`src/rtl/seg_xlat_pkg.sv`:
```
package seg_xlat_pkg;

    parameter int ADDR_W     = 32;
    parameter int WORD_W     = 32;
    parameter int SEL_W      = 16;
    parameter int PRIV_W     = 2;
    parameter int IDX_W      = SEL_W - 1 - PRIV_W;
    parameter int DESC_SHIFT = 3;
    parameter int WORD_STEP  = WORD_W / 8;
    parameter int LIMIT_W    = 20;
    // field positions inside the second descriptor word
    parameter int LIM_LSB    = 0;
    parameter int DPL_LSB    = 20;
    parameter int PRES_BIT   = 23;

    typedef struct packed {
        logic [IDX_W-1:0]  index;
        logic              use_local;
        logic [PRIV_W-1:0] rpl;
    } selector_t;

    typedef struct packed {
        logic [ADDR_W-1:0]  base;
        logic [LIMIT_W-1:0] limit;
        logic [PRIV_W-1:0]  dpl;
        logic               present;
    } seg_desc_t;

    typedef enum logic [1:0] {
        ST_IDLE,
        ST_RD_LO,
        ST_RD_HI,
        ST_LAST
    } fetch_state_t;

    typedef enum logic [2:0] {
        FK_NONE,
        FK_NULL,
        FK_ABSENT,
        FK_PRIV,
        FK_LIMIT
    } fault_kind_t;

    function automatic seg_desc_t unpack_desc(input logic [WORD_W-1:0] lo,
                                              input logic [WORD_W-1:0] hi);
        seg_desc_t d;
        d.base    = ADDR_W'(lo);
        d.limit   = hi[LIM_LSB +: LIMIT_W];
        d.dpl     = hi[DPL_LSB +: PRIV_W];
        d.present = hi[PRES_BIT];
        return d;
    endfunction

    function automatic logic [PRIV_W-1:0] weaker_priv(input logic [PRIV_W-1:0] a,
                                                      input logic [PRIV_W-1:0] b);
        return (a > b) ? a : b;
    endfunction

    function automatic logic is_null_sel(input selector_t s);
        return (s.index == '0) && !s.use_local;
    endfunction

endpackage

```
`src/rtl/seg_sel_decode.sv`:
```
module seg_sel_decode
    import seg_xlat_pkg::*;
(
    input  logic [SEL_W-1:0]  sel_raw,
    input  logic [ADDR_W-1:0] gbl_base,
    input  logic [ADDR_W-1:0] loc_base,
    output selector_t         sel,
    output logic              null_sel,
    output logic [ADDR_W-1:0] desc_addr
);
    logic [ADDR_W-1:0] tbl_base;
    logic [ADDR_W-1:0] idx_off;

    assign sel       = selector_t'(sel_raw);
    assign null_sel  = is_null_sel(sel);
    assign tbl_base  = sel.use_local ? loc_base : gbl_base;
    assign idx_off   = ADDR_W'(sel.index) << DESC_SHIFT;
    assign desc_addr = tbl_base + idx_off;

endmodule

```
`src/rtl/seg_access_check.sv`:
```
module seg_access_check
    import seg_xlat_pkg::*;
(
    input  seg_desc_t         desc,
    input  logic [PRIV_W-1:0] cpl,
    input  logic [PRIV_W-1:0] rpl,
    input  logic [ADDR_W-1:0] offset,
    output fault_kind_t       kind,
    output logic [ADDR_W-1:0] lin
);
    logic [PRIV_W-1:0] eff_priv;
    logic              over_limit;

    assign eff_priv   = weaker_priv(cpl, rpl);
    assign over_limit = offset > ADDR_W'(desc.limit);

    always_comb begin
        if (!desc.present)
            kind = FK_ABSENT;
        else if (eff_priv > desc.dpl)
            kind = FK_PRIV;
        else if (over_limit)
            kind = FK_LIMIT;
        else
            kind = FK_NONE;
    end

    assign lin = (kind == FK_NONE) ? desc.base + offset : '0;

endmodule

```
`src/rtl/seg_fetch_ctrl.sv`:
```
module seg_fetch_ctrl
    import seg_xlat_pkg::*;
(
    input  logic              clk,
    input  logic              rst,
    input  logic              req_valid,
    input  logic              req_null,
    input  logic [ADDR_W-1:0] req_addr,
    output logic              mem_rd_en,
    output logic [ADDR_W-1:0] mem_rd_addr,
    input  logic [WORD_W-1:0] mem_rd_data,
    output logic              busy,
    output logic              accept,
    output logic              eval,
    output logic [WORD_W-1:0] word_lo
);
    fetch_state_t      st;
    logic [ADDR_W-1:0] addr_q;
    logic [WORD_W-1:0] lo_q;

    assign accept = req_valid && (st == ST_IDLE);

    always_ff @(posedge clk) begin
        if (rst) begin
            st     <= ST_IDLE;
            addr_q <= '0;
            lo_q   <= '0;
        end else begin
            case (st)
                ST_IDLE: begin
                    if (accept) begin
                        addr_q <= req_addr;
                        if (!req_null)
                            st <= ST_RD_LO;
                    end
                end
                ST_RD_LO: st <= ST_RD_HI;
                ST_RD_HI: begin
                    lo_q <= mem_rd_data;
                    st   <= ST_LAST;
                end
                ST_LAST: st <= ST_IDLE;
                default: st <= ST_IDLE;
            endcase
        end
    end

    assign mem_rd_en   = (st == ST_RD_LO) || (st == ST_RD_HI);
    assign mem_rd_addr = (st == ST_RD_HI) ? addr_q + ADDR_W'(WORD_STEP) : addr_q;
    assign busy        = (st != ST_IDLE);
    assign eval        = (st == ST_LAST);
    assign word_lo     = lo_q;

    // second read follows the first at the next word
    assert_read_pair_R2: assert property (@(posedge clk) disable iff (rst)
        $rose(mem_rd_en) |=> (mem_rd_en && mem_rd_addr == $past(mem_rd_addr) + ADDR_W'(WORD_STEP)));

    // evaluation only after two read cycles
    assert_eval_after_reads_R2: assert property (@(posedge clk) disable iff (rst)
        eval |-> ($past(mem_rd_en) && !$past(accept)));

endmodule

```
`src/rtl/seg_xlat_top.sv`:
```
module seg_xlat_top
    import seg_xlat_pkg::*;
(
    input  logic              clk,
    input  logic              rst,
    input  logic              req_valid,
    input  logic [SEL_W-1:0]  req_sel,
    input  logic [ADDR_W-1:0] req_offset,
    input  logic [PRIV_W-1:0] req_cpl,
    input  logic [ADDR_W-1:0] glb_tbl_base,
    input  logic [ADDR_W-1:0] loc_tbl_base,
    output logic              busy,
    output logic              mem_rd_en,
    output logic [ADDR_W-1:0] mem_rd_addr,
    input  logic [WORD_W-1:0] mem_rd_data,
    output logic              done,
    output logic              fault,
    output logic [ADDR_W-1:0] lin_addr
);
    selector_t         sel;
    logic              req_null;
    logic [ADDR_W-1:0] desc_addr;
    logic              accept;
    logic              eval;
    logic [WORD_W-1:0] word_lo;
    seg_desc_t         desc;
    fault_kind_t       kind;
    logic [ADDR_W-1:0] chk_lin;

    logic [ADDR_W-1:0] offset_q;
    logic [PRIV_W-1:0] cpl_q;
    logic [PRIV_W-1:0] rpl_q;
    logic              done_q;
    logic              fault_q;
    logic [ADDR_W-1:0] lin_q;
    logic              unused_desc_bits;

    seg_sel_decode u_dec (
        .sel_raw   (req_sel),
        .gbl_base  (glb_tbl_base),
        .loc_base  (loc_tbl_base),
        .sel       (sel),
        .null_sel  (req_null),
        .desc_addr (desc_addr)
    );

    seg_fetch_ctrl u_fetch (
        .clk         (clk),
        .rst         (rst),
        .req_valid   (req_valid),
        .req_null    (req_null),
        .req_addr    (desc_addr),
        .mem_rd_en   (mem_rd_en),
        .mem_rd_addr (mem_rd_addr),
        .mem_rd_data (mem_rd_data),
        .busy        (busy),
        .accept      (accept),
        .eval        (eval),
        .word_lo     (word_lo)
    );

    assign desc = unpack_desc(word_lo, mem_rd_data);
    assign unused_desc_bits = ^{mem_rd_data[WORD_W-1:PRES_BIT+1],
                                mem_rd_data[PRES_BIT-1:DPL_LSB+PRIV_W]};

    seg_access_check u_chk (
        .desc   (desc),
        .cpl    (cpl_q),
        .rpl    (rpl_q),
        .offset (offset_q),
        .kind   (kind),
        .lin    (chk_lin)
    );

    always_ff @(posedge clk) begin
        if (rst) begin
            offset_q <= '0;
            cpl_q    <= '0;
            rpl_q    <= '0;
        end else if (accept) begin
            offset_q <= req_offset;
            cpl_q    <= req_cpl;
            rpl_q    <= sel.rpl;
        end
    end

    always_ff @(posedge clk) begin
        if (rst) begin
            done_q  <= 1'b0;
            fault_q <= 1'b0;
            lin_q   <= '0;
        end else if (accept && req_null) begin
            done_q  <= 1'b1;
            fault_q <= 1'b1;
            lin_q   <= '0;
        end else if (eval) begin
            done_q  <= 1'b1;
            fault_q <= (kind != FK_NONE);
            lin_q   <= chk_lin;
        end else begin
            done_q  <= 1'b0;
            fault_q <= 1'b0;
        end
    end

    assign done     = done_q;
    assign fault    = fault_q;
    assign lin_addr = lin_q;

    assert_fault_with_done_R9: assert property (@(posedge clk) disable iff (rst)
        fault |-> done);

    assert_fault_zero_addr_R9: assert property (@(posedge clk) disable iff (rst)
        (done && fault) |-> (lin_addr == '0));

    assert_null_no_read_R5: assert property (@(posedge clk) disable iff (rst)
        (accept && req_null) |=> (!mem_rd_en && done && fault));

    assert_accept_busy_R10: assert property (@(posedge clk) disable iff (rst)
        (accept && !req_null) |=> busy);

endmodule

```
`config.mk`:
```
export PLATFORM = sky130hd
export DESIGN_NAME = seg_xlat_top
export DESIGN_NICKNAME = d
export VERILOG_FILES = /design/src/rtl/seg_xlat_pkg.sv /design/src/rtl/seg_sel_decode.sv /design/src/rtl/seg_access_check.sv /design/src/rtl/seg_fetch_ctrl.sv /design/src/rtl/seg_xlat_top.sv
export SDC_FILE = /design/constraint.sdc
export NUM_CORES = 1
export LEC_CHECK = 0
export BUFFER_PORTS_ARGS = -buffer_cell sky130_fd_sc_hd__buf_4
export CORE_MARGIN = 2
export CORE_UTILIZATION = 54
export DETAILED_ROUTE_END_ITERATION = 12
export PLACE_DENSITY = 0.82
export SYNTH_ARGS = -nofsm -noshare
export SYNTH_HDL_FRONTEND = slang
export SYNTH_SLANG_ARGS = --single-unit
```
`constraint.sdc`:
```
create_clock -name clk -period 6.8 [get_ports clk]
set_input_delay 1.36 -clock clk [delete_from_list [all_inputs] [get_ports clk]]
set_output_delay 1.36 -clock clk [all_outputs]
set_load 0.01 [all_outputs]
```
# After elaboration in Yosys (flattened, before gate mapping)

Index checks and enable logic that the tools add are counted.

Output and inout bits: 68
Logic and storage cells: 47
Register bits: 136

Equality and inequality tests: 5
$add $sub $neg: 3
Reduce and logical (&&, ||, !) cells: 13
Mux-type cells: 14
Magnitude comparators: 3

Operator list:

| cell                                                             | count |
|---|---|
| 32-bit 2-to-1 mux                                                | 3 |
| 32-bit by 16-bit adder with 32-bit output                        | 1 |
| 32-bit by 3-bit adder with 32-bit output (second input constant) | 1 |
| 32-bit adder                                                     | 1 |
| 32-bit by 20-bit greater-than comparator with 1-bit output       | 1 |
| 13-bit logical NOT                                               | 1 |
| 3-bit 2-to-1 mux                                                 | 3 |
| 2-bit one-hot mux with 4 select lines                            | 1 |
| 2-bit 2-to-1 mux                                                 | 3 |
| 2-bit == test (second input constant)                            | 2 |
| 2-bit greater-than comparator                                    | 2 |
| 1-bit 2-to-1 mux                                                 | 4 |
| 2-bit != test (second input constant)                            | 2 |
| 2-bit AND reduction                                              | 2 |
| 1-bit logical AND                                                | 3 |
| 3-bit logical NOT                                                | 1 |
| 3-bit nonzero test                                               | 1 |
| 2-bit by 1-bit == test with 1-bit output (second input constant) | 1 |
| 2-bit logical NOT                                                | 1 |
| 2-bit nonzero test                                               | 1 |
| 2-bit OR reduction                                               | 1 |
| 1-bit logical NOT                                                | 1 |
| 1-bit logical OR                                                 | 1 |

# Logic depth before layout (Yosys ltp)

Gate-level depths: netlist (run 1).

Depth after elaboration: 8
Gate-level depth with buffers: 15
Gate-level depth less buffers: 14

# Modules after synthesis

Synthesis (run 1) repeated with hierarchy kept, for this count alone.

Cell total of the unflattened synthesis: 1165
Area, all modules: 9691.8 um2

Modules (own cells, without submodules):

| module           | cells an instance | area each (um2) | times used |
|---|---|---|---|
| seg_fetch_ctrl   | 353               | 3030.4          | 1 |
| seg_access_check | 389               | 2591.2          | 1 |
| seg_xlat_top     | 226               | 2467.4          | 1 |
| seg_sel_decode   | 197               | 1602.8          | 1 |

# Worst setup path after synthesis (run 1)

OpenSTA, ideal clock, no wires.

Kind: input to register
Start: in req_sel[2]
End: reg u_fetch.addr_q[29]
Data required time: 6668 ps
Stages on the path: 14
Slack: 1892 ps
Arrival time: 4776 ps
Buffers on the path: 4
Library setup time: 132 ps
Path through: buf_6 buf_2 buf_1 buf_1 mux2_2 ha_1 o21a_1 nand3_1 a21o_1 a31oi_1 a41oi_1 or4_1 nand3_1 a21oi_1

Cells in the longest elaborated chain, start to end: 2

Ends and longest elaborated chain:

| what                                      | line                 | RTL |
|---|---|---|
| start: declaration                        | seg_xlat_top.sv:7    | `input logic [SEL_W-1:0] req_sel,` |
| 32-bit 2-to-1 mux                         | seg_sel_decode.sv:16 | `assign tbl_base = sel.use_local ? loc_base : gbl_base;` |
| 32-bit by 16-bit adder with 32-bit output | seg_sel_decode.sv:18 | `assign desc_addr = tbl_base + idx_off;` |
| end signal: assignment                    | seg_fetch_ctrl.sv:32 | `addr_q <= req_addr;` |
| end: declaration                          | seg_fetch_ctrl.sv:18 | `logic [ADDR_W-1:0] addr_q;` |

No other way between the ends.
A chain may end at the register's enable or synchronous reset.

# Worst setup path in the final report (run 1)

Start: reg u_fetch.st[0]
End: out mem_rd_addr[29]

Cells in the longest elaborated chain, start to end: 2

Ends and longest elaborated chain:

| what                     | line                 | RTL |
|---|---|---|
| start: declaration       | seg_fetch_ctrl.sv:17 | `fetch_state_t st;` |
| start signal: assignment | seg_fetch_ctrl.sv:25 | `st <= ST_IDLE;` |
| start signal: assignment | seg_fetch_ctrl.sv:34 | `st <= ST_RD_LO;` |
| start signal: assignment | seg_fetch_ctrl.sv:37 | `ST_RD_LO: st <= ST_RD_HI;` |
| 2-bit == test            | seg_fetch_ctrl.sv:49 | `assign mem_rd_addr = (st == ST_RD_HI) ? addr_q + ADDR_W'(WORD_STEP) : addr_q;` |
| 32-bit 2-to-1 mux        | seg_fetch_ctrl.sv:49 |  |
| end: declaration         | seg_xlat_top.sv:14   | `output logic [ADDR_W-1:0] mem_rd_addr,` |

No other way between the ends.

==> results of run 1 <==
==> sequential cells by signal (all words and copies together), names as in the netlist <==
register,flops
lin_addr,32
offset_q,32
u_fetch.addr_q,32
u_fetch.word_lo,32
cpl_q,2
rpl_q,2
u_fetch.st,2
done,1
fault,1
==> cell usage after synthesis, types with 2 or more instances <==
cell type  instances
nand2_1          143
dfxtp_1          136
a21oi_1          110
nor2_1            87
ha_1              73
mux2i_1           50
nand3_1           48
inv_1             47
xnor2_1           43
clkbuf_1          38
o21ai_0           29
a21o_1            27
xor2_1            24
nand4_1           22
nand2b_1          19
mux2_2            18
nor3_1            18
and3_1            16
o21ai_1           16
a211oi_1          15
a31oi_1           10
nand3b_1          10
and2_1             9
nor4_1             9
buf_1              7
nor2b_1            7
or3_1              7
o211ai_1           6
o21bai_1           6
or2_2              6
o21a_1             4
o31ai_1            4
a211o_1            3
a31o_2             3
nand4b_1           3
a311oi_1           2
buf_2              2
buf_4              2
fa_1               2
nor3_2             2
o221ai_1           2
or4_1              2
==> routing by layer <==
metal | GRT usage [%] | vias to the layer above
li1 | - | 4323
met1 | 34.0 | 4124
met2 | 49.2 | 340
met3 | 6.04 | 61
met4 | 12.5 | 0
met5 | 0 | -
==> power groups by stage <==
| stage | Combinational, W | Clock (W) | Sequential [W] |
|---|---|---|---|
| floorplan | 0.000817 | 0 | 0.00102 |
| finish | 0.00119 | 0.000929 | 0.00105 |
| global route | 0.00131 | 0.000975 | 0.00106 |
| detailed placement | 0.00117 | 0 | 0.00106 |
| global placement | 0.00114 | 0 | 0.00105 |
| CTS | 0.00118 | 0.000937 | 0.00104 |
==> critical path, delay by kind of cell (launching register included) <==
family / cells / cell delay [ns]
xor gates and xnor gates: 1 / 0.18
adders and majority gates: 1 / 0.16
and+or+nand+nor: 5 / 1.27
buffers and inverters: 4 / 0.93
DFF: 1 / 0.32
==> per-stage QoR <==
step	area, µm²	instances	util [%]	setup WS, ns	hold slack [ns]
after CTS	11200	1531	70.1	2.16	0.453
after detailed placement	10600	1499	66.4	2.07	0.445
after global placement	10600	1499	66.4	2.16	0.434
final	11200	1531	70.1	2.13	0.449
after floorplan	8880	1111	-	1.89	0.436
after global routing	11200	1531	70.1	1.84	0.467
==> cell type report <==
| cell class | count | area [µm²] | share of cell area [%] |
|---|---|---|---|
| well taps | 216 | 270 | 2.41 |
| multi-input cells | 878 | 5790 | 51.6 |
| clock buffers | 19 | 443 | 3.95 |
| repair buffers | 222 | 1670 | 14.9 |
| inverters | 47 | 176 | 1.57 |
| clock inverters | 13 | 148 | 1.32 |
| flip-flops and latches | 136 | 2720 | 24.3 |
==> cells by family after synthesis <==
kind of cell / share of synthesized area, %
AOI/OAI and AO/OA: 17.2
xor gates and xnor gates: 6.60
DFF: 30.6
muxes: 7.91
adders and majority gates: 10.7
buffers and inverters: 4.30
and+or+nand+nor: 22.6
==> worst min-delay path by stage <==
stage / end / slack, ns / depth (start not counted)
after floorplan: rpl_q[1]$_SDFFE_PP0P_ / 0.44 / 2
after global placement: lin_addr[27]$_SDFFE_PP0P_ / 0.43 / 2
after detailed placement: lin_addr[29]$_SDFFE_PP0P_ / 0.44 / 2
after CTS: lin_addr[29]$_SDFFE_PP0P_ / 0.45 / 2
after global routing: lin_addr[28]$_SDFFE_PP0P_ / 0.47 / 2
final: lin_addr[30]$_SDFFE_PP0P_ / 0.45 / 2
==> impl_metrics.csv, run 1 <==
group,metric,value,unit
worst_setup_path,regToRegEndpoint,"lin_addr[31]$_SDFFE_PP0P_",
layout,nFillCells,1333,
synth,async_reset_ff_share,0,%
worst_setup_path,critPathMaxFanout,38,
drt,first_pass_iters,5,
synth,synth_edf_count,0,
worst_setup_path,crit_required,5.44,ns
die,initial_core_util,55.5,%
status,outcome,"complete, no violations",
drt,drtAntennaViolNets,0,
synth,syn_area,8880,µm²
sta,min_period,4.67,ns
sta,finalSetupViolCount,0,
synth,syn-num-nets,1335,
synth,yosys.area.top_type_share,30.6,%
synth,synthTopCellsByArea,"dfxtp_1 (31%), ha_1 (10%), a21oi_1 (6.2%), nand2_1 (6.0%), mux2i_1 (5.6%)",
clock_network,cts.sinks,136,
synth,syn_inst,1111,
power,leakage,5.08,nW
layout,drive_above_1_share,22.0,%
drt,vias,8848,
sta,clock_skew,0.0100,ns
drt,dr_wl_met2,12200,µm
layout,nNetsFinal,1526,
power,power_frac_comb,37.7,%
synth,ys_warn_count,0,
drt,wl_met3,1650,µm
power,peakVddDrop,0.216,mV
die,die_w,132,µm
layout,diodes,0,
power,p_clk_share,29.3,%
placed_design,routabilityCongestion,0.918,
clock_network,htreeDepth,4,
clock_network,tritoncts,"built",
power,power.internal,0.00199,W
synth,seq_area_frac_synth,30.6,%
sta,timing.final.max_slew_violations,0,
die,dieArea,17500,µm²
worst_setup_path,critPathKind,"reg -> out",
worst_setup_path,cp_cell_sequence,"inv_1 -> ha_2 -> buf_4 -> nand4_1 -> inv_1 -> nand3_1 -> nor2_1 -> nand3_1 -> nor2_1 -> xor2_1 -> buf_4",
power,power,0.00317,W
global_routing,grtUsageTotal,28.4,%
clock_network,cts_resized,0,
run,maxCapViolations,0,
clock_network,clkLatencyLatePin,0.43,ns
global_routing,grt_pass1_vias,8666,
synth,syn_area_per_cell,8.00,µm²
clock_network,post-cts-setup-buffers,0,
placed_design,port_buffers,216,
worst_setup_path,end_kind,"primary output",
die,io-pin-count,217,
sta,maxSlewHeadroom,41.2,%
worst_setup_path,worstSetupEndpoint,"mem_rd_addr[29]",
die,die_h,132,µm
worst_setup_path,critPathLaunch,"u_fetch.st[0]$_SDFFE_PP0P_",
sta,tns,0,ns
sta,tightestPinTransition,0.870,ns
drt,drt_iter0_drc,732,
layout,final_common_cell,"buf_4",
clock_network,holdBufCountCts,0,
power,p_switching,0.00118,W
drt,wl_met1,10600,µm
synth,netlist.top_cell.by_area,"dfxtp_1",
hold_path,hp-start,"lin_addr[30]$_SDFFE_PP0P_",
clock_network,cts_buffers,17,
sta,finalCritPeriodShare,68.6,%
clock_network,root_buffer,"clkbuf_16",
sta,fmax,214,MHz
drt,viasPerCell,5.78,
worst_setup_path,crit_slowest_cell,"buf_4",
worst_setup_path,arrival,3.31,ns
sta,hold_viol,0,
layout,syn2layout_area_growth,26.2,%
worst_setup_path,r2r_cells,9,
worst_setup_path,r2r_slack,3.86,ns
die,num_rows,46,
clock_network,clockBufferDepth,2,
layout,most-common-layout-cells,"buf_4 (222), nand2_1 (142), dfxtp_1 (136)",
power,power.density,283,nW/µm²
sta,rsz0062_at_grt,"false",
global_routing,grt_overflow,0,
synth,ys_seq_elements,136,
worst_setup_path,critPathLaunchType,"flip-flop",
worst_setup_path,r2r-start,"offset_q[1]$_SDFFE_PP0P_",
global_routing,grt_max_degree,70,
power,power_frac_seq,33.0,%
global_routing,grt_pass1_wl,40800,µm
power,swShare,37.3,%
worst_setup_path,worst_path_largest_cell_delay,0.53,ns
placed_design,hpwl,18600,µm
hold_path,hold_class,"reg -> reg",
synth,synth_flop_cell,"dfxtp_1",
drt,drcViolationCount,0,
drt,wirelength,25300,µm
drt,wl_per_cell,16.5,µm
global_routing,antenna_found_initial,0,
drt,dr.max_layer_used,"met4",
die,core-area,16000,µm²
clock_network,clk_pin_slew_worst_paths,0.06,ns
synth,synth.distinct_cells,66,
Power figures use the tool's default switching activity.
==> inputs of run 2 (changes only) <==
ABC_AREA = 1   (was default)
CORE_UTILIZATION = 51   (was 54)
PLACE_DENSITY = 0.79   (was 0.82)
clock period = 4.1 ns   (was 6.8 ns; I/O delays follow)
==> impl_metrics.csv, run 2 <==
group,metric,value,unit
drt,dr_wl_met2,15100,µm
synth,synth-xor-area-share,4.44,%
clock_network,tritoncts,"built",
synth,synth_compound_area_share,12.4,%
worst_setup_path,crit_slowest_cell,"ha_2",
sta,rsz0062_at_grt,"false",
synth,synth.distinct_cells,40,
power,power.internal,0.00364,W
layout,register_area,2720,µm²
synth,synth-simple-area-share,35.7,%
global_routing,grt_max_degree,80,
global_routing,grt_overflow,0,
die,initial_core_util,51.8,%
sta,timing.final.max_slew_violations,0,
synth,syn_area,10400,µm²
synth,ys_warn_count,0,
layout,final_common_cell,"nand2_1",
clock_network,htreeDepth,4,
synth,yosys.area.top_type_share,26.1,%
drt,wl_met1,13700,µm
drt,dr.max_layer_used,"met4",
global_routing,grt_pass1_wl,50800,µm
drt,wirelength,31400,µm
global_routing,antenna_found_initial,1,
synth,synthTopCellsByArea,"dfxtp_1 (26%), nand2_1 (17%), inv_1 (9.7%), ha_1 (8.7%), nor2_1 (8.2%)",
worst_setup_path,end_kind,"primary output",
sta,layout_setup_ws,0.448,ns
die,io-pin-count,217,
sta,tightestPinTransition,0.729,ns
synth,yosysMostFrequentCell,"nand2_1",
clock_network,clockBufferDepth,2,
die,die_h,147,µm
clock_network,clkLatencyLatePin,0.43,ns
worst_setup_path,cp_cell_sequence,"inv_1 -> ha_2 -> and3_1 -> nand3_1 -> nor2_1 -> nand2_1 -> inv_2 -> nand3_1 -> nor2_1 -> xor2_1 -> buf_4",
die,core-area,20200,µm²
worst_setup_path,crit_required,3.28,ns
synth,synth_top_family_by_area,"simple AND/OR/NAND/NOR gates",
sta,hold_viol,0,
placed_design,routabilityCongestion,0.925,
synth,syn_area_per_cell,6.03,µm²
layout,nFillCells,1984,
synth,synth_flop_cell,"dfxtp_1",
power,p_clk_share,25.0,%
sta,finalSetupViolCount,0,
sta,maxSlewHeadroom,51.4,%
sta,fmax,274,MHz
placed_design,place_worst_setup_slack,0.799,ns
worst_setup_path,worst_path_largest_cell_delay,0.50,ns
drt,wl_met3,1690,µm
clock_network,cts_buffers,17,
clock_network,root_buffer,"clkbuf_16",
worst_setup_path,critPathKind,"reg -> out",
power,power_frac_seq,30.2,%
layout,syn2layout_area_growth,23.0,%
status,outcome,"complete, no violations",
synth,syn_inst,1732,
worst_setup_path,r2r_slack,1.24,ns
sta,tns,0,ns
worst_setup_path,crit_buf_inv,3,
synth,syn-num-nets,1956,
layout,multi_input_area,6440,µm²
synth,synthMuxAreaShare,0,%
drt,drcViolationCount,0,
power,p_switching,0.00275,W
placed_design,hpwl,25500,µm
clock_network,holdBufCountCts,0,
drt,vias,11300,
power,leakage,6.88,nW
power,power_frac_comb,44.8,%
die,die_w,147,µm
clock_network,cts_resized,0,
drt,drtAntennaViolNets,0,
worst_setup_path,cp_top_family,"simple AND/OR/NAND/NOR gates",
global_routing,grtUsageTotal,29.0,%
synth,netlist.top_cell.by_area,"dfxtp_1",
sta,min_period,3.65,ns
synth,netlist_top_cells_count,"nand2_1 (482), inv_1 (269), nor2_1 (229)",
die,dieArea,21600,µm²
global_routing,grt_pass1_vias,10700,
synth,synth_edf_count,0,
worst_setup_path,arrival,2.83,ns
hold_path,hold_class,"reg -> reg",
worst_setup_path,critPathMaxFanout,29,
layout,drive_above_1_share,15.5,%
layout,most-common-layout-cells,"nand2_1 (481), inv_1 (268), nor2_1 (229)",
clock_network,post-cts-setup-buffers,0,
clock_network,clk_pin_slew_worst_paths,0.07,ns
run,maxCapViolations,0,
sta,clock_skew,0.0136,ns
die,num_rows,52,
power,swShare,43.1,%
synth,ys_seq_elements,136,
clock_network,cts.sinks,136,
worst_setup_path,critPathLaunchType,"flip-flop",
drt,viasPerCell,5.11,
synth,async_reset_ff_share,0,%
power,peakVddDrop,0.291,mV
power,power.density,498,nW/µm²
drt,wl_per_cell,14.2,µm
drt,first_pass_iters,5,
sta,finalCritPeriodShare,89.1,%
synth,synth_adder_area_share,9.12,%
layout,nNetsFinal,2147,
synth,seq_area_frac_synth,26.1,%
placed_design,port_buffers,216,
drt,drt_iter0_drc,677,
==> run 2: worst register-to-register path: cells and delay by family (launching register included) <==
kind            cells  cell delay (ns)
simple gates        6             0.82
compound gates      4             0.76
fa+ha+maj           2             0.53
buf+inv             3             0.36
flops               1             0.33
==> run 2: path summary, 6_finish.rpt <==
kind                              start                   endpoint  cells after the start
max          u_fetch.st[0]$_SDFFE_PP0P_            mem_rd_addr[26]                     11
max reg2reg       cpl_q[1]$_SDFFE_PP0P_  lin_addr[27]$_SDFFE_PP0P_                     15
min           lin_addr[15]$_SDFFE_PP0P_  lin_addr[15]$_SDFFE_PP0P_                      2
min reg2reg   lin_addr[15]$_SDFFE_PP0P_  lin_addr[15]$_SDFFE_PP0P_                      2
==> run 2: final cells by class <==
type / instances / area share [%]
Antenna cell: 1 / 0.0195
Clock buffer: 17 / 3.31
Clock inverter: 15 / 1.41
Inverter: 278 / 8.12
Multi-Input combinational cell: 1264 / 50.1
Sequential cell: 136 / 21.2
Tap cell: 270 / 2.63
Timing Repair Buffer: 226 / 13.2
==> run 2: per-stage QoR <==
step	area (µm²)	util (%)	hold slack (ns)	total power, W	std cells
after global routing	12900	63.7	0.482	0.00688	2206
after CTS	12900	63.7	0.467	0.00639	2206
after floorplan	10400	-	0.448	0.00381	1732
after global placement	12200	60.7	0.452	0.00473	2174
final	12900	63.7	0.464	0.00640	2207
after detailed placement	12200	60.7	0.456	0.00478	2174
==> run 2: routing by layer <==
metal | GRT usage [%] | vias to the layer above
met5 | 0 | -
met4 | 10.5 | 0
met3 | 5.22 | 66
met2 | 51.1 | 343
met1 | 35.4 | 5037
li1 | - | 5828
==> run 2: kinds of logic (layout without fill, tap and decap cells) <==
family,count (synthesis),in the layout
adder cells (fa/ha/maj),75,75
buffers and inverters,332,536
flip-flops,136,136
other,0,1
AND/OR/NAND/NOR,885,885
AO/OA/AOI/OAI,251,251
XOR/XNOR,53,53
==> run 2: power by group through the flow <==
stage / clock [W] / sequential (W) / combinational, W
final: 0.00160 / 0.00193 / 0.00287
after global routing: 0.00167 / 0.00197 / 0.00324
after CTS: 0.00161 / 0.00192 / 0.00286
after detailed placement: 0 / 0.00195 / 0.00283
after global placement: 0 / 0.00193 / 0.00279
after floorplan: 0 / 0.00186 / 0.00196
==> inputs of run 3 (changes only) <==
CORE_MARGIN = 1.5   (was 2)
==> impl_metrics.csv, run 3 (synthesized netlist as in run 2, its figures left out) <==
group,metric,value,unit
worst_setup_path,critPathKind,"reg -> out",
drt,wl_per_cell,14.0,µm
clock_network,clkLatencyLatePin,0.43,ns
placed_design,port_buffers,216,
worst_setup_path,r2r_cells,15,
clock_network,post-cts-setup-buffers,0,
run,maxCapViolations,0,
power,swShare,42.6,%
placed_design,routabilityCongestion,0.935,
clock_network,cts.sinks,136,
die,io-pin-count,217,
power,power.density,496,nW/µm²
die,dieArea,21400,µm²
clock_network,htreeDepth,4,
worst_setup_path,cp_cell_sequence,"ha_2 -> and3_1 -> nand3_1 -> nor2_1 -> nand2_1 -> inv_2 -> nand3_1 -> nor2_1 -> xor2_1 -> buf_4",
worst_setup_path,cp_top_family,"simple AND/OR/NAND/NOR gates",
sta,finalSetupViolCount,0,
clock_network,cts_buffers,17,
drt,drtAntennaViolNets,0,
status,outcome,"complete, no violations",
worst_setup_path,critPathLaunchType,"flip-flop",
clock_network,cts_resized,0,
drt,drt_iter0_drc,653,
sta,maxSlewHeadroom,51.5,%
sta,finalCritPeriodShare,89.0,%
placed_design,placed_area,12200,µm²
worst_setup_path,crit_buf_inv,2,
clock_network,root_buffer,"clkbuf_16",
hold_path,hp-start,"lin_addr[4]$_SDFFE_PP0P_",
layout,syn2layout_area_growth,22.9,%
drt,drcViolationCount,0,
clock_network,holdBufCountCts,0,
drt,vias,11200,
power,leakage,6.87,nW
power,p_clk_share,24.6,%
global_routing,grt_pass1_wl,49800,µm
worst_setup_path,worst_path_largest_cell_delay,0.54,ns
placed_design,hpwl,24900,µm
worst_setup_path,arrival,2.83,ns
die,initial_core_util,51.8,%
layout,post-route-cell-area,12800,µm²
clock_network,tritoncts,"built",
hold_path,holdPathStages,2,
die,num_rows,52,
hold_path,hold_class,"reg -> reg",
clock_network,clk_pin_slew_worst_paths,0.06,ns
worst_setup_path,r2r-start,"cpl_q[1]$_SDFFE_PP0P_",
sta,fmax,274,MHz
die,die_h,146,µm
drt,wirelength,30800,µm
sta,timing.final.max_slew_violations,0,
power,power_frac_comb,45.0,%
sta,min_period,3.65,ns
layout,drive_above_1_share,15.4,%
worst_setup_path,regToRegEndpoint,"lin_addr[25]$_SDFFE_PP0P_",
layout,most-common-layout-cells,"nand2_1 (481), inv_1 (268), nor2_1 (229)",
worst_setup_path,path_depth,10,
global_routing,antenna_found_initial,2,
worst_setup_path,crit_required,3.28,ns
global_routing,grt_pass1_vias,10600,
sta,clock_skew,0.0108,ns
clock_network,clockBufferDepth,2,
power,p_switching,0.00271,W
global_routing,grt_max_degree,80,
power,power_frac_seq,30.4,%
layout,nNetsFinal,2147,
worst_setup_path,crit_slowest_cell,"ha_2",
layout,final_util,63.7,%
drt,viasPerCell,5.08,
worst_setup_path,r2r_slack,1.31,ns
sta,hold_viol,0,
power,peakVddDrop,0.318,mV
die,core-area,20200,µm²
die,die_w,146,µm
sta,rsz0062_at_grt,"false",
hold_path,whs_endpoint,"lin_addr[4]$_SDFFE_PP0P_",
worst_setup_path,end_kind,"primary output",
worst_setup_path,critPathMaxFanout,31,
sta,tightestPinTransition,0.726,ns
layout,final_common_cell,"nand2_1",
global_routing,grtUsageTotal,29.0,%
sta,tns,0,ns
power,power.internal,0.00366,W
global_routing,grt_overflow,0,
drt,first_pass_iters,5,
## run 3: cell types whose count changed in the layout (fill, tap and decap cells not counted)
cell,before,now
inv_8,4,0
clkinvlp_4,2,3
clkbuf_1,0,1
clkinv_4,3,2
clkinv_2,0,1
clkbuf_8,0,2
## run 3: routing by layer
metal / GRT usage [%] / routed length [µm]
met1: 35.0 / 13300
met2: 49.7 / 14500
met3: 5.31 / 1790
met4: 13.9 / 1180
met5: 0 / 13
## run 3: tightest hold or removal path, cell delays in order, from the launching register on
cell	delay (ns)
dfxtp_1	0.31
nand2_1	0.06
a21oi_1	0.05
## run 3: cell type report
| type | count | area, µm² |
|---|---|---|
| diodes | 1 | 2.50 |
| clock buffers | 20 | 457 |
| clock inverters | 12 | 140 |
| fillers | 2003 | 7320 |
| inverters | 278 | 1040 |
| multi-input cells | 1264 | 6440 |
| flip-flops and latches | 136 | 2720 |
| well taps | 270 | 338 |
| repair buffers | 226 | 1700 |
## run 3: power by group through the flow
stage | registers (W) | clock network [W] | logic (W)
after floorplan | 0.00186 | 0 | 0.00196
after CTS | 0.00193 | 0.00158 | 0.00286
final | 0.00193 | 0.00157 | 0.00287
after global placement | 0.00194 | 0 | 0.00280
after detailed placement | 0.00195 | 0 | 0.00283
after global routing | 0.00197 | 0.00164 | 0.00322
## run 3: worst max-delay path by stage
stage,startpoint,endpoint
detailed placement,req_sel[2],u_fetch.addr_q[24]$_SDFFE_PP0P_
finish,u_fetch.st[1]$_SDFFE_PP0P_,mem_rd_addr[26]
global route,u_fetch.st[1]$_SDFFE_PP0P_,mem_rd_addr[30]
CTS,u_fetch.st[0]$_SDFFE_PP0P_,mem_rd_addr[26]
floorplan,req_sel[2],u_fetch.addr_q[19]$_SDFFE_PP0P_
global placement,req_sel[2],u_fetch.addr_q[24]$_SDFFE_PP0P_
## run 3: metrics by stage
stage | setup slack, ns | std cells | power, W | hold slack, ns
5_1_grt | 0.201 | 2206 | 0.00682 | 0.482
3_3_place_gp | 0.784 | 2174 | 0.00473 | 0.452
3_5_place_dp | 0.726 | 2174 | 0.00477 | 0.458
2_1_floorplan | 1.33 | 1732 | 0.00381 | 0.448
6_report | 0.451 | 2207 | 0.00637 | 0.465
4_1_cts | 0.452 | 2206 | 0.00636 | 0.467
